**src/rtl/irq_sequencer.sv**
```systemverilog
module irq_sequencer #(
  parameter int W = 8,
  parameter int TICK_CYCLES = 1000,
  parameter logic [W-1:0] VEC_BASE = W'('hF8)
) (
  input  logic         clk,
  input  logic         rst_n,
  input  logic         boundary_i,
  input  logic         iret_i,
  output logic         busy_o,
  input  logic         mask_we_i,
  input  logic         status_we_i,
  input  logic [W-1:0] cfg_wdata_i,
  output logic [W-1:0] mask_o,
  output logic [W-1:0] status_o,
  output logic [2:0]   rf_idx_o,
  input  logic [W-1:0] rf_rdata_i,
  output logic         rf_we_o,
  output logic [W-1:0] rf_wdata_o,
  input  logic [W-1:0] pc_i,
  input  logic [W-1:0] fl_i,
  output logic         pc_we_o,
  output logic [W-1:0] pc_o,
  output logic         fl_we_o,
  output logic [W-1:0] fl_o,
  input  logic [W-1:0] sp_i,
  output logic         sp_we_o,
  output logic [W-1:0] sp_o,
  output logic [W-1:0] mem_addr_o,
  output logic         mem_we_o,
  output logic [W-1:0] mem_wdata_o,
  input  logic [W-1:0] mem_rdata_i
);
  localparam int NIW = $clog2(W);
  localparam int TW = $clog2(TICK_CYCLES + 1);
  localparam logic [3:0] LAST = 4'd8;

  typedef enum logic [1:0] {IDLE, SAVE, VECT, REST} st_t;

  st_t            st_q;
  logic [3:0]     step_q;
  logic [W-1:0]   sp_q, mask_q, stat_q, mask_n, stat_n, pend, push_d;
  logic [NIW-1:0] num_q, num_c;
  logic           nest_q, take, go_ret, tick;
  logic [TW-1:0]  tcnt_q;

  assign pend   = mask_q & stat_q;
  assign tick   = tcnt_q == TW'(TICK_CYCLES - 1);
  assign go_ret = (st_q == IDLE) && iret_i;
  assign take   = (st_q == IDLE) && boundary_i && !iret_i && !nest_q && (|pend);
  assign busy_o = (st_q != IDLE) || take || go_ret;

  always_comb begin
    num_c = '0;
    for (int i = W - 1; i >= 0; i--)
      if (pend[i]) num_c = NIW'(i);
  end

  always_comb begin
    case (step_q)
      4'd0:    push_d = pc_i;
      4'd1:    push_d = fl_i;
      4'd7:    push_d = mask_q;
      4'd8:    push_d = stat_q;
      default: push_d = rf_rdata_i;
    endcase
  end

  always_comb begin
    stat_n = stat_q;
    if (st_q == REST && step_q == 4'd0) stat_n = mem_rdata_i;
    else if (take)                      stat_n = '0;
    else if (status_we_i)               stat_n = cfg_wdata_i;
    stat_n = stat_n | W'(tick);
    mask_n = mask_q;
    if (st_q == REST && step_q == 4'd1) mask_n = mem_rdata_i;
    else if (mask_we_i)                 mask_n = cfg_wdata_i;
  end

  assign mask_o   = mask_q;
  assign status_o = stat_q;

  assign rf_idx_o   = (st_q == REST) ? 3'd6 - step_q[2:0] : step_q[2:0] - 3'd2;
  assign rf_we_o    = (st_q == REST) && step_q >= 4'd2 && step_q <= 4'd6;
  assign rf_wdata_o = mem_rdata_i;
  assign fl_we_o    = (st_q == REST) && step_q == 4'd7;
  assign fl_o       = mem_rdata_i;
  assign pc_we_o    = (st_q == VECT) || (st_q == REST && step_q == LAST);
  assign pc_o       = mem_rdata_i;
  assign sp_we_o    = pc_we_o;
  assign sp_o       = (st_q == VECT) ? sp_q : sp_q + W'(1);

  assign mem_we_o    = st_q == SAVE;
  assign mem_wdata_o = push_d;
  assign mem_addr_o  = (st_q == VECT) ? VEC_BASE + W'(num_q) :
                       (st_q == REST) ? sp_q + W'(1) : sp_q;

  always_ff @(posedge clk) begin
    if (!rst_n) begin
      st_q   <= IDLE;
      step_q <= '0;
      sp_q   <= '0;
      num_q  <= '0;
      nest_q <= 1'b0;
      mask_q <= '0;
      stat_q <= '0;
      tcnt_q <= '0;
    end else begin
      tcnt_q <= tick ? '0 : tcnt_q + TW'(1);
      mask_q <= mask_n;
      stat_q <= stat_n;
      case (st_q)
        IDLE: begin
          step_q <= '0;
          sp_q   <= sp_i;
          if (go_ret) st_q <= REST;
          else if (take) begin
            st_q   <= SAVE;
            num_q  <= num_c;
            nest_q <= 1'b1;
          end
        end
        SAVE: begin
          sp_q   <= sp_q - W'(1);
          step_q <= step_q + 4'd1;
          if (step_q == LAST) st_q <= VECT;
        end
        VECT: st_q <= IDLE;
        REST: begin
          sp_q   <= sp_q + W'(1);
          step_q <= step_q + 4'd1;
          if (step_q == LAST) begin
            st_q   <= IDLE;
            nest_q <= 1'b0;
          end
        end
        default: st_q <= IDLE;
      endcase
    end
  end
endmodule

```
**config.mk**
```make
export PLATFORM = sky130hd
export DESIGN_NAME = irq_sequencer
export DESIGN_NICKNAME = d
export VERILOG_FILES = /design/src/rtl/irq_sequencer.sv
export SDC_FILE = /design/constraint.sdc
export NUM_CORES = 1
export LEC_CHECK = 0
export ABC_AREA = 1
export BUFFER_PORTS_ARGS = -buffer_cell sky130_fd_sc_hd__buf_2
export CORE_MARGIN = 1.5
export CORE_UTILIZATION = 51
export CTS_BUF_LIST = sky130_fd_sc_hd__clkbuf_4
export DETAILED_ROUTE_END_ITERATION = 10
export PLACE_DENSITY = 0.8
export SLEW_MARGIN = 20
export SYNTH_ARGS = -nofsm -noshare
export SYNTH_HDL_FRONTEND = slang
export SYNTH_SLANG_ARGS = --single-unit
```
**constraint.sdc**
```tcl
create_clock -name clk -period 2.95 [get_ports clk]
set_clock_uncertainty 0.2 [all_clocks]
set_input_delay 0.7375 -clock clk [delete_from_list [all_inputs] [get_ports clk]]
set_output_delay 0.7375 -clock clk [all_outputs]
set_load 0.02 [all_outputs]
```
==> report_table.html <==
<table>
<tr><th>Metric</th><th>Value</th></tr>
<tr><th colspan="2">STA</th></tr>
<tr><td>Final Setup Violations</td><td>0</td></tr>
<tr><td>Worst-case headroom to the max-slew limit</td><td>48.5%</td></tr>
<tr><td>Slew of the pin with the lowest slew margin</td><td>772 ps</td></tr>
<tr><td>Tmin final</td><td>2920 ps</td></tr>
<tr><td>Count of final hold-check violations</td><td>0</td></tr>
<tr><td>Final Max Slew Viols</td><td>0</td></tr>
<tr><td>Ratio of final minimum period to clock period</td><td>98.9%</td></tr>
<tr><td>Maximum operating frequency</td><td>343 MHz</td></tr>
<tr><th colspan="2">Pwr</th></tr>
<tr><td>Fraction of power consumed by the clock network</td><td>16.9%</td></tr>
<tr><td>Static leakage</td><td>0.00209 uW</td></tr>
<tr><td>Largest voltage drop on the vdd net</td><td>270 uV</td></tr>
<tr><td>Relative contribution of sequential cells to total power</td><td>38.9%</td></tr>
<tr><td>Power density relative to cell area</td><td>477 mW/mm2</td></tr>
<tr><td>Switch Pwr</td><td>825 uW</td></tr>
<tr><td>Fraction of power spent switching nets</td><td>44.3%</td></tr>
<tr><td>Internal power</td><td>1040 uW</td></tr>
<tr><td>Total Power Consumption</td><td>1860 uW</td></tr>
<tr><td>Portion of total power attributed to combinational logic</td><td>44.2%</td></tr>
<tr><th colspan="2">Final layout</th></tr>
<tr><td>Area of the multi-input gates</td><td>0.00189 mm2</td></tr>
<tr><td>Fraction of final layout cells with drive strength greater than 1</td><td>30.2%</td></tr>
<tr><td>Fill cell instance count of the final layout</td><td>554</td></tr>
<tr><td>Number of diodes added for antenna fixing</td><td>0</td></tr>
<tr><td>Core utilization of the finished layout</td><td>65.1%</td></tr>
<tr><td>Final net count</td><td>672</td></tr>
<tr><td>Footprint of the flip-flops and latches</td><td>892 um2</td></tr>
<tr><td>Synth-to-layout area growth</td><td>21.6%</td></tr>
<tr><th colspan="2">Setup path</th></tr>
<tr><td>R2R setup slack</td><td>1020 ps</td></tr>
<tr><td>Category of the most critical setup path</td><td>register to primary output</td></tr>
<tr><td>Start of the worst register-to-register path</td><td>st_q[0]$_SDFFE_PN0P_</td></tr>
<tr><td>Worst-case reg-to-reg path depth</td><td>8</td></tr>
<tr><td>Crit path capture type</td><td>primary output</td></tr>
<tr><td>Endpoint of the lowest-slack register-to-register path</td><td>status_o[5]$_SDFFE_PN0P_</td></tr>
<tr><td>Critical Path Fanout Max</td><td>7</td></tr>
<tr><td>Nature of the critical path startpoint</td><td>register</td></tr>
<tr><td>Required time of the critical path</td><td>2010 ps</td></tr>
<tr><td>Worst EP arrival</td><td>1980 ps</td></tr>
<tr><th colspan="2">Global routing</th></tr>
<tr><td>Via count of the first global-routing pass</td><td>3234</td></tr>
<tr><td>Overall routing resource usage</td><td>26.8%</td></tr>
<tr><td>Number of antenna violations at the first check in global routing</td><td>0</td></tr>
<tr><td>Maximum number of pins on one net before global-route repair</td><td>22</td></tr>
<tr><td>Wire length of the first global-routing pass</td><td>14300 um</td></tr>
<tr><td>Gr ovfl total</td><td>0</td></tr>
<tr><th colspan="2">Route</th></tr>
<tr><td>Antenna Violating Nets Remaining</td><td>0</td></tr>
<tr><td>Detailed router's first-iteration violation count</td><td>267</td></tr>
<tr><td>Post-DR vias/cell</td><td>5.53</td></tr>
<tr><td>Routed length per instance</td><td>13.8 um</td></tr>
<tr><td>Number of optimization iterations in the first detailed-route pass</td><td>5</td></tr>
<tr><td>DRC violations left</td><td>0</td></tr>
<tr><td>Aggregate routed wire length</td><td>9450 um</td></tr>
<tr><td>Via count</td><td>3787</td></tr>
<tr><th colspan="2">Place</th></tr>
<tr><td>Routability Congestion</td><td>0.983</td></tr>
<tr><td>HPWL after DPL</td><td>7160 um</td></tr>
<tr><td>Number of port buffers</td><td>126</td></tr>
<tr><th colspan="2">Die</th></tr>
<tr><td>Core Box Area</td><td>0.00599 mm2</td></tr>
<tr><td>Number of top-level pins</td><td>127</td></tr>
<tr><td>Starting density of the core</td><td>53.6%</td></tr>
<tr><td>Horizontal die dimension</td><td>82.3 um</td></tr>
<tr><td>Area of the die</td><td>0.00677 mm2</td></tr>
<tr><td>Die Ht</td><td>82.3 um</td></tr>
<tr><td>Site row count</td><td>28</td></tr>
<tr><th colspan="2">Clocking</th></tr>
<tr><td>H-Tree Level Count</td><td>2</td></tr>
<tr><td>Worst-case clock buffer depth</td><td>2</td></tr>
<tr><td>Number of buffers inserted for hold repair after clock tree synthesis</td><td>0</td></tr>
<tr><td>Clock network latency to the later pin of the worst-skew pair</td><td>370 ps</td></tr>
<tr><td>Clock buffer count from CTS</td><td>5</td></tr>
<tr><td>Sinks on Clock Net</td><td>44</td></tr>
<tr><td>Clk slew on worst S/H paths</td><td>140 ps</td></tr>
<tr><td>Clock root cell</td><td>clkbuf_4</td></tr>
<tr><td>Clock tree from TritonCTS</td><td>yes</td></tr>
<tr><th colspan="2">Synthesis</th></tr>
<tr><td>Yosys warning count</td><td>0</td></tr>
<tr><td>Sequential share of the synthesized area</td><td>27.5%</td></tr>
<tr><td>Synthesized net count</td><td>567</td></tr>
<tr><td>Post-Synthesis Mean Instance Area</td><td>6.37 um2</td></tr>
<tr><td>Netlist Area Pre-Place</td><td>0.00321 mm2</td></tr>
<tr><td>Mapped Cells</td><td>504</td></tr>
<tr><td>Distinct cells, synth</td><td>40</td></tr>
<tr><td>Flip-flop and latch count after synthesis</td><td>44</td></tr>
<tr><th colspan="2">Flow run</th></tr>
<tr><td>Max-capacitance violation count</td><td>0</td></tr>
<tr><th colspan="2">Min path</th></tr>
<tr><td>Path type of the worst min-delay path</td><td>register to register</td></tr>
<tr><td>Hold Crit Endpoint</td><td>tcnt_q[0]$_SDFF_PP0_</td></tr>
<tr><td>Instance count along the most critical hold path</td><td>1</td></tr>
<tr><td>Hold Crit Start</td><td>tcnt_q[0]$_SDFF_PP0_</td></tr>
<tr><th colspan="2">Run status</th></tr>
<tr><td>Status</td><td>complete, no violations</td></tr>
</table>
-- synth_stat cells (all sizes together) --
library cell	number	area [um2]
a211oi	2	15.0
a21o	1	7.51
a21oi	23	115
a221oi	8	70.1
a311oi	2	17.5
a31oi	8	50.1
buf	38	270
clkbuf	2	7.51
dfxtp	44	881
ha	9	113
inv	57	214
mux2i	1	10.0
nand2	166	646
nand3	47	245
nand4	9	56.3
nor2	39	180
nor3	4	20.0
nor3b	3	22.5
nor4	2	27.5
o211ai	4	30.0
o21ai	22	114
o221ai	1	8.76
o22ai	3	18.8
o32ai	1	8.76
or2	4	25.0
xor2	4	35.0
-- per-stage QoR --
step	setup slack [ps]	TNS, ps	std cells	hold slack, ps	instance area (um2)
2_1_floorplan	450	0	504	218	3210
3_5_place_dp	180	0	668	245	3680
4_1_cts	0.141	0	678	278	3760
6_report	33.2	0	685	272	3900
5_1_grt	-77.0	-438	685	303	3900
3_3_place_gp	275	0	668	232	3680
-- flip-flops by register name, summed over array words and instances (netlist names) --
| register | count |
|---|---|
| step_q | 4 |
| st_q | 2 |
| nest_q | 1 |
| num_q | 3 |
| mask_o | 8 |
| tcnt_q | 10 |
| sp_q | 8 |
| status_o | 8 |
-- critical path, cell delays in order, from the launching register on --
cell and delay [ps]:
dfxtp_4 400, clkinvlp_4 140, ha_4 200, nand3_4 110, inv_6 50, nor4_4 260
buf_4 190, nand2_1 60, nand2_1 80, buf_4 140
-- placed cells by master, fill, tap and decap left out, drive strengths merged, types with 3 or more instances in the layout --
cell type,n
buf,138
o211ai,4
a221oi,8
a31oi,8
nor3b,3
nand3,47
o22ai,3
ha,9
nand2,166
nand4,9
dfxtp,44
nor2,39
or2,4
inv,57
clkbuf,5
xor2,4
a21oi,23
nor3,4
o21ai,22
-- repair_timing --
item	CTS	global route
pin swaps	1	3
endpoints found under the setup margin	9	20
gates resized for setup	4	25
gates cloned	0	0
setup buffers	2	7
-- worst max-delay path by stage --
stage	start	end	slack [ps]	cells after the start
after floorplan	step_q[0]$_SDFFE_PN0P_	sp_we_o	450	5
after global placement	step_q[0]$_SDFFE_PN0P_	mem_wdata_o[6]	270	8
after detailed placement	step_q[0]$_SDFFE_PN0P_	mem_wdata_o[6]	180	8
after CTS	step_q[1]$_SDFFE_PN0P_	mem_wdata_o[6]	0.1	9
after global routing	step_q[0]$_SDFFE_PN0P_	mem_wdata_o[4]	-80	9
final	step_q[0]$_SDFFE_PN0P_	mem_wdata_o[4]	30	9
-- metal layers --
layer | track usage [%] | vias to the layer above | routed length [um]
met2 | 47.3 | 190 | 4660
met5 | 0 | - | 0
met4 | 7.29 | 0 | 147
li1 | - | 1841 | -
met3 | 3.96 | 16 | 700
met1 | 33.7 | 1740 | 3940
-- power by group through the flow --
stage | Clock, uW | Combinational [uW] | Sequential, uW
detailed placement | 0 | 767 | 731
global placement | 0 | 754 | 729
global route | 340 | 904 | 731
CTS | 317 | 776 | 718
finish | 315 | 822 | 724
floorplan | 0 | 565 | 713
-- cell type report --
cell class | count | area share, %
clock inverters | 3 | 0.545
flip-flops and latches | 44 | 22.9
multi-input cells | 363 | 48.5
inverters | 57 | 5.71
clock buffers | 5 | 0.962
repair buffers | 138 | 19.1
well taps | 75 | 2.41
-- cell families after synthesis --
logic type               Yosys count  synth area share [%]
flip-flops                        44                  27.5
multiplexers                       1                 0.312
AND/OR/NAND/NOR                  274                  38.1
XOR/XNOR                           4                  1.09
buffers and inverters             97                  15.3
adder cells (fa/ha/maj)            9                  3.51
AO/OA/AOI/OAI                     75                  14.2
(Power assumes the default switching activity.)
